`config.mk`:
```
export PLATFORM = sky130hd
export DESIGN_NAME = opStack
export DESIGN_NICKNAME = d
export VERILOG_FILES = /design/src/rtl/opStackPkg.sv /design/src/rtl/opStackCtrl.sv /design/src/rtl/opStackDatapath.sv /design/src/rtl/opStack.sv
export SDC_FILE = /design/constraint.sdc
export NUM_CORES = 1
export LEC_CHECK = 0
export BUFFER_PORTS_ARGS = -buffer_cell sky130_fd_sc_hd__buf_2
export CORE_MARGIN = 1
export CORE_UTILIZATION = 45
export DETAILED_ROUTE_END_ITERATION = 12
export SLEW_MARGIN = 25
export SYNTH_ARGS = -nofsm -noshare
export SYNTH_HDL_FRONTEND = slang
export SYNTH_SLANG_ARGS = --single-unit
export TNS_END_PERCENT = 50
```
`constraint.sdc`:
```
create_clock -name clk -period 8.05 [get_ports clk]
set_input_delay 2.415 -clock clk [delete_from_list [all_inputs] [get_ports clk]]
set_output_delay 2.415 -clock clk [all_outputs]
set_load 0.05 [all_outputs]
```
`src/rtl/opStackPkg.sv`:
```
package opStackPkg;
  typedef struct packed {
    logic pushEn;
    logic popEn;
  } stackCtrl_t;
endpackage

```
`src/rtl/opStackCtrl.sv`:
```
module opStackCtrl
  import opStackPkg::*;
(
  input  logic       en,
  input  logic       dir,
  output stackCtrl_t ctrl
);
  always_comb begin
    ctrl.pushEn = en & dir;
    ctrl.popEn  = en & ~dir;
  end
endmodule

```
`src/rtl/opStackDatapath.sv`:
```
module opStackDatapath
  import opStackPkg::*;
#(
  parameter int WIDTH = 16,
  parameter int PTR_W = 4
) (
  input  logic             clk,
  input  logic             rstN,
  input  stackCtrl_t       ctrl,
  input  logic [WIDTH-1:0] dataIn,
  output logic [WIDTH-1:0] topWord,
  output logic [WIDTH-1:0] nextWord
);
  localparam int DEPTH = 1 << PTR_W;
  localparam logic [PTR_W-1:0] BOTTOM = PTR_W'(DEPTH - 1);

  logic [WIDTH-1:0] mem [DEPTH];
  logic [PTR_W-1:0] sp;
  logic [PTR_W-1:0] topIdx;
  logic [PTR_W-1:0] nextIdx;

  // Pointer: only state touched by reset
  always_ff @(negedge clk or negedge rstN) begin
    if (!rstN)            sp <= BOTTOM;
    else if (ctrl.pushEn) sp <= sp - PTR_W'(1);
    else if (ctrl.popEn)  sp <= sp + PTR_W'(1);
  end

  // Storage: no reset, falling-edge write
  always_ff @(negedge clk) begin
    if (ctrl.pushEn) mem[sp] <= dataIn;
  end

  always_comb begin
    topIdx  = sp + PTR_W'(1);
    nextIdx = sp + PTR_W'(2);
  end

  assign topWord  = mem[topIdx];
  assign nextWord = mem[nextIdx];

  p_push_dec_r2: assert property (@(negedge clk) disable iff (!rstN)
    ctrl.pushEn |=> sp == $past(sp) - PTR_W'(1));
  p_push_top_r2: assert property (@(negedge clk) disable iff (!rstN)
    ctrl.pushEn |=> topWord == $past(dataIn));
  p_pop_inc_r3: assert property (@(negedge clk) disable iff (!rstN)
    ctrl.popEn |=> sp == $past(sp) + PTR_W'(1));
  p_pop_next_r3: assert property (@(negedge clk) disable iff (!rstN)
    ctrl.popEn |=> topWord == $past(nextWord));
  p_idle_hold_r4: assert property (@(negedge clk) disable iff (!rstN)
    !(ctrl.pushEn || ctrl.popEn) |=> $stable(sp) && $stable(topWord) && $stable(nextWord));
endmodule

```
`src/rtl/opStack.sv`:
```
module opStack
  import opStackPkg::*;
#(
  parameter int WIDTH = 16,
  parameter int PTR_W = 4
) (
  input  logic             clk,
  input  logic             rstN,
  input  logic             en,
  input  logic             dir,
  input  logic [WIDTH-1:0] dataIn,
  output logic [WIDTH-1:0] topWord,
  output logic [WIDTH-1:0] nextWord
);
  stackCtrl_t ctrl;

  opStackCtrl u_ctrl (
    .en   (en),
    .dir  (dir),
    .ctrl (ctrl)
  );

  opStackDatapath #(.WIDTH(WIDTH), .PTR_W(PTR_W)) u_dp (
    .clk      (clk),
    .rstN     (rstN),
    .ctrl     (ctrl),
    .dataIn   (dataIn),
    .topWord  (topWord),
    .nextWord (nextWord)
  );
endmodule

```
==> results of run 1 <==
Yosys cell counts:
| library cell | instances |
|---|---|
| edfxtp_1 | 256 |
| mux4_2 | 135 |
| nand2_1 | 59 |
| buf_2 | 20 |
| nor2_1 | 18 |
| nand3_1 | 17 |
| mux2i_1 | 16 |
| clkbuf_1 | 13 |
| ha_1 | 8 |
| a21oi_1 | 7 |
| buf_4 | 6 |
| a221oi_1 | 5 |
| a32o_1 | 5 |
| and2_1 | 5 |
| inv_1 | 5 |
| a211oi_1 | 4 |
| dfstp_2 | 4 |
| buf_6 | 3 |
| xnor2_1 | 3 |
| xor2_1 | 3 |
| a32oi_1 | 2 |
| a41o_1 | 2 |
| nor3_1 | 2 |
| a21boi_0 | 1 |
| a22o_1 | 1 |
| buf_1 | 1 |
| buf_12 | 1 |
| buf_8 | 1 |
| mux2_2 | 1 |
| nand2b_1 | 1 |
| nand3b_1 | 1 |
| nor2b_1 | 1 |
| o21ai_0 | 1 |
| o2bb2ai_1 | 1 |
| xor2_4 | 1 |
critical path, stage by stage, from the launching register on:
cell       delay [ps]
dfstp_2           580
inv_8              40
ha_4              300
buf_12            130
clkbuf_16         160
mux4_2            490
mux4_2            540
buf_6             180
cell type report:
class	count	area (µm²)	share of cell area (%)
Clock buffer	29	726	4.46
Clock inverter	282	1320	8.08
Inverter	4	27.5	0.169
Multi-Input combinational cell	300	4320	26.6
Sequential cell	260	7800	47.9
Tap cell	335	419	2.58
Timing Repair Buffer	157	1660	10.2
worst paths after layout:
path / start / to / slack (ps) / depth (start not counted)
min in group asynchronous: rstN / u_dp.sp[2] / 5870 / 1
max in group asynchronous: rstN / u_dp.sp[0] / 2150 / 1
max reg2reg: u_dp.sp[1] / u_dp.mem[2][15] / 5680 / 6
min reg2reg: u_dp.sp[2] / u_dp.sp[2] / 730 / 2
max: u_dp.sp[1] / nextWord[7] / -1420 / 7
min: u_dp.sp[2] / u_dp.sp[2] / 730 / 2
stage by stage:
step                setup slack (ps)  cells
finish                         -1420   1367
global placement                -799   1043
detailed placement              -808   1043
floorplan                       -913    610
global route                   -1460   1367
CTS                            -1430   1358
placed cells by master (no fill, tap or decap), types with 17 or more instances in the layout:
cell type / n
clkbuf_16: 34
buf_6: 30
nand3_1: 17
buf_4: 71
buf_2: 22
edfxtp_1: 256
mux4_2: 135
nand2_1: 59
inv_1: 262
buf_12: 24
registers in the layout (all words and copies together) (netlist names):
| register | flops |
|---|---|
| u_dp.sp | 4 |
| u_dp.mem | 256 |
logic make-up after synthesis:
family | count (synthesis) | share of synthesized area, %
adder cells (fa/ha/maj) | 8 | 0.825
flip-flops | 260 | 64.2
AO/OA/AOI/OAI | 29 | 1.87
multiplexers | 152 | 26.5
AND/OR/NAND/NOR | 104 | 3.59
XOR/XNOR | 7 | 0.660
buffers and inverters | 50 | 2.35
per-layer routing:
layer / wire length, µm / global-route usage, % / part of all wire (%) / vias up
met5: 0 / 0 / 0 / -
met4: 812 / 11.3 / 2.4 / 0
met3: 2450 / 8.27 / 7.3 / 57
met2: 16800 / 39.1 / 50 / 330
met1: 13300 / 29.7 / 40 / 4057
li1: - / - / - / 3386
what timing repair did:
action | CTS | global route
endpoints found under the setup margin | 32 | 32
buffers inserted | 3 | 6
pin swaps | 2 | 2
gates cloned | 2 | 5
resized for setup | 70 | 15
==> flow_metrics.tcl, run 1 <==
set metrics [dict create \
    syn_nets 638 \
    syn-cell-area_um2 12100 \
    routed_wl_um 33300 \
    place_congestion 0.849 \
    final.setup.tns_ps -42770 \
    path_max_fanout 6 \
    maxCapViolCount 0 \
    slew_viol_final 0 \
    cts_tree "done" \
    antenna_found_initial 0 \
    core_um2 26300 \
    pin_count 52 \
    dp_hpwl_um 19800 \
    ys.warnings.count 0 \
    cts_buffer_depth 3 \
    cts_made_buffers 29 \
    die_x_um 166 \
    rsz0062_at_grt "true" \
    hold_buffers 0 \
    grt_pass1_vias 8803 \
    synthTopCellsByArea "edfxtp_1, mux4_2, nand2_1, mux2i_1, dfstp_2" \
    grt_pass1_wl_um 49300 \
    fillCellCount 1939 \
    dr.pass1.iters 9 \
    num_rows 59 \
    worstMarginPinSlew_ps 486 \
    synth_area_leader_cell "edfxtp_1" \
    fin_area_um2 16300 \
    layout.nets 1040 \
    die_h_um 166 \
    grt_max_degree 35 \
    initial_core_util_pct 46.2 \
    synth_top_area_share_pct 63.4 \
    synth_seq_cells 260 \
    yosys.cell_types.count 35 \
    diodes 0 \
    clockRootBuffer "clkbuf_16" \
    hold_viol 0 \
    area_growth_pct 34.1 \
    htree_levels 1 \
    vias 7830 \
    cts_sinks 260 \
    dpl_cell_area_um2 13700 \
    startpoint_type "flip-flop" \
    final_core_util_pct 61.9 \
    clock_latency_ps 610 \
    drc 5 \
    drive_above_1_share_pct 38.6 \
    status "finished with violations" \
    cp.arrival_ps 7050 \
    crit_type "flip-flop to primary output" \
    violations "design-rule violations, negative setup slack" \
    synth.avg_cell_area_um2 19.9 \
    drt_iter0_drc 624 \
    yosysSeqAreaShare_pct 64.2 \
    finalSetupViolations 32 \
    vias_per_cell 5.73 \
    required_ps 5640 \
    wl_per_cell_um 24.4 \
    finalHoldWorstSlack_ps 733 \
    fin_skew_ps 28.0 \
    numPortBuffers 51 \
    drtAntennaViolNets 0 \
    cp-end-kind "primary output" \
    syn_inst 610 \
    fin_ws_ps -1420 \
    overflow 0 \
    relSlewSlack_pct 67.6 \
    hold_path_class "flip-flop to flip-flop" \
    grtUsageTotal_pct 24.3 \
    clkTransAtPathRegs_ps 30 \
    dieArea_um2 27600 \
]
Power of run 1 is left out: the tool's default activity adds up to more than one toggle a clock period on the data nets, which glitch-free logic cannot reach.
==> run 2, diff against run 1 <==
Settings changed: BUFFER_PORTS_ARGS -buffer_cell sky130_fd_sc_hd__buf_2 to unset, DONT_BUFFER_PORTS set to 1.
==> run 2 against run 1 <==
Compared with the run above:
- the run still ends with design-rule violations, negative setup slack left
- final area decreased by 3.4%
- count of clock-buffer cells in the layout unchanged
- die area unchanged
- worst setup slack improved by 110 ps
- hold slack got worse by 16 ps
- global-route usage decreased by 0.21 points
- sequential share of layout area increased by 1.7 points
- final cell count decreased by 3.4%
- clock skew increased by 7.0 ps
- sequential cell count unchanged
- via count decreased by 1.8%
- critical path type unchanged
==> flow_metrics.tcl, run 2 (same netlist as run 1, synthesis figures left out) <==
set metrics [dict create \
    die_h_um 166 \
    drtAntennaViolNets 0 \
    status "finished with violations" \
    dp_hpwl_um 19800 \
    regMostFlops "u_dp.mem" \
    place_congestion 0.815 \
    drt_iter0_drc 704 \
    fin_skew_ps 35.0 \
    largest_register_ff_count 256 \
    routed_wl_um 32600 \
    cts_tree "done" \
    hold_path_class "flip-flop to flip-flop" \
    num_rows 59 \
    grtUsageTotal_pct 24.1 \
    cp-end-kind "primary output" \
    final_common_cell "inv_1" \
    use_met3_pct 7.77 \
    path_max_fanout 20 \
    relSlewSlack_pct 59.7 \
    worstMarginPinSlew_ps 604 \
    drc 5 \
    reg_top3 "u_dp.mem: 256 flops, u_dp.sp: 4 flops" \
    antenna_found_initial 0 \
    fillCellCount 2044 \
    finalHoldWorstSlack_ps 717 \
    maxCapViolCount 0 \
    startpoint_type "flip-flop" \
    multiInputGateArea_um2 4330 \
    post-place-cells 1007 \
    pin_count 52 \
    finalSetupViolations 32 \
    core_um2 26300 \
    initial_core_util_pct 46.2 \
    required_ps 5640 \
    diodes 0 \
    dieArea_um2 27600 \
    use_met1_pct 29.2 \
    cts_made_buffers 29 \
    die_x_um 166 \
    area_growth_pct 29.6 \
    post-place-ws_ps -735 \
    clock_latency_ps 610 \
    clkTransAtPathRegs_ps 50 \
    r2r-start "u_dp.sp[0]" \
    slew_viol_final 0 \
    cts_sinks 260 \
    busiest_layer "met2" \
    grt_pass1_vias 8747 \
    htree_levels 1 \
    violations "design-rule violations, negative setup slack" \
    numPortBuffers 0 \
    grt_pass1_wl_um 49100 \
    dr.pass1.iters 9 \
    final_cells 1321 \
    hp-start "u_dp.sp[2]" \
    fin_ws_ps -1310 \
    grt_max_degree 33 \
    overflow 0 \
    cp.arrival_ps 6950 \
    drive_above_1_share_pct 35.5 \
    rsz0062_at_grt "true" \
    layout_common_cells "inv_1, edfxtp_1, mux4_2" \
    use_met2_pct 39.4 \
    vias 7688 \
    startpoint "u_dp.sp[1]" \
    hold_viol 0 \
    register_area_um2 7800 \
    vias_per_cell 5.82 \
    crit_type "flip-flop to primary output" \
    layout.nets 993 \
    cts_buffer_depth 3 \
    wl_per_cell_um 24.7 \
    clockRootBuffer "clkbuf_16" \
]
[run 2: cell types whose count changed in the layout (fill, tap and decap cells not counted), sizes merged]
cell | previous run | this run
buf | 152 | 109
bufinv | 8 | 4
clkbuf | 34 | 30
clkinvlp | 4 | 8
clkinv | 2 | 3
[run 2: through the flow]
stage / setup TNS [ps] / instance area, µm² / utilization [%]
2_1_floorplan: -38520 / 12500 / -
3_3_place_gp: -20150 / 13700 / 52.1
3_5_place_dp: -20550 / 13700 / 52.1
4_1_cts: -39700 / 15700 / 59.7
5_1_grt: -41360 / 15700 / 59.8
6_report: -39370 / 15700 / 59.8
[run 2: timing repair]
item,CTS,global route
gates resized for setup,13,0
setup buffers,1,1
pin swaps,2,2
cloned,0,1
hold buffers,0,0
setup endpoints to repair,32,32
[run 2: final cells by class]
class,instances,share of cell area (%)
clock buffers,29,4.62
multi-input cells,300,27.5
clock inverters,283,7.66
inverters,4,0.175
flip-flops and latches,260,49.6
repair buffers,110,7.76
well taps,335,2.67
[run 2: worst paths after layout]
path	end	slack, ps	depth (start not counted)
worst min-delay path	u_dp.sp[2]	720	2
min in group asynchronous	u_dp.sp[2]	5680	0
worst max register to register	u_dp.mem[13][2]	5770	5
max in group asynchronous	u_dp.sp[3]	2320	0
worst max-delay path	nextWord[3]	-1310	5
worst min register to register	u_dp.sp[2]	720	2
[run 2: routing by layer]
| metal | vias up | wire length [µm] |
|---|---|---|
| met3 | 56 | 2280 |
| met1 | 4044 | 12900 |
| met4 | 0 | 735 |
| met5 | - | 0 |
| li1 | 3294 | - |
| met2 | 294 | 16700 |
[run 2: critical path, stage by stage (launching register included)]
cell and delay, ps:
dfstp_2 580, inv_8 40, ha_4 310, buf_12 210, mux4_2 530, mux4_2 660
Power of run 2 is left out for the same reason.
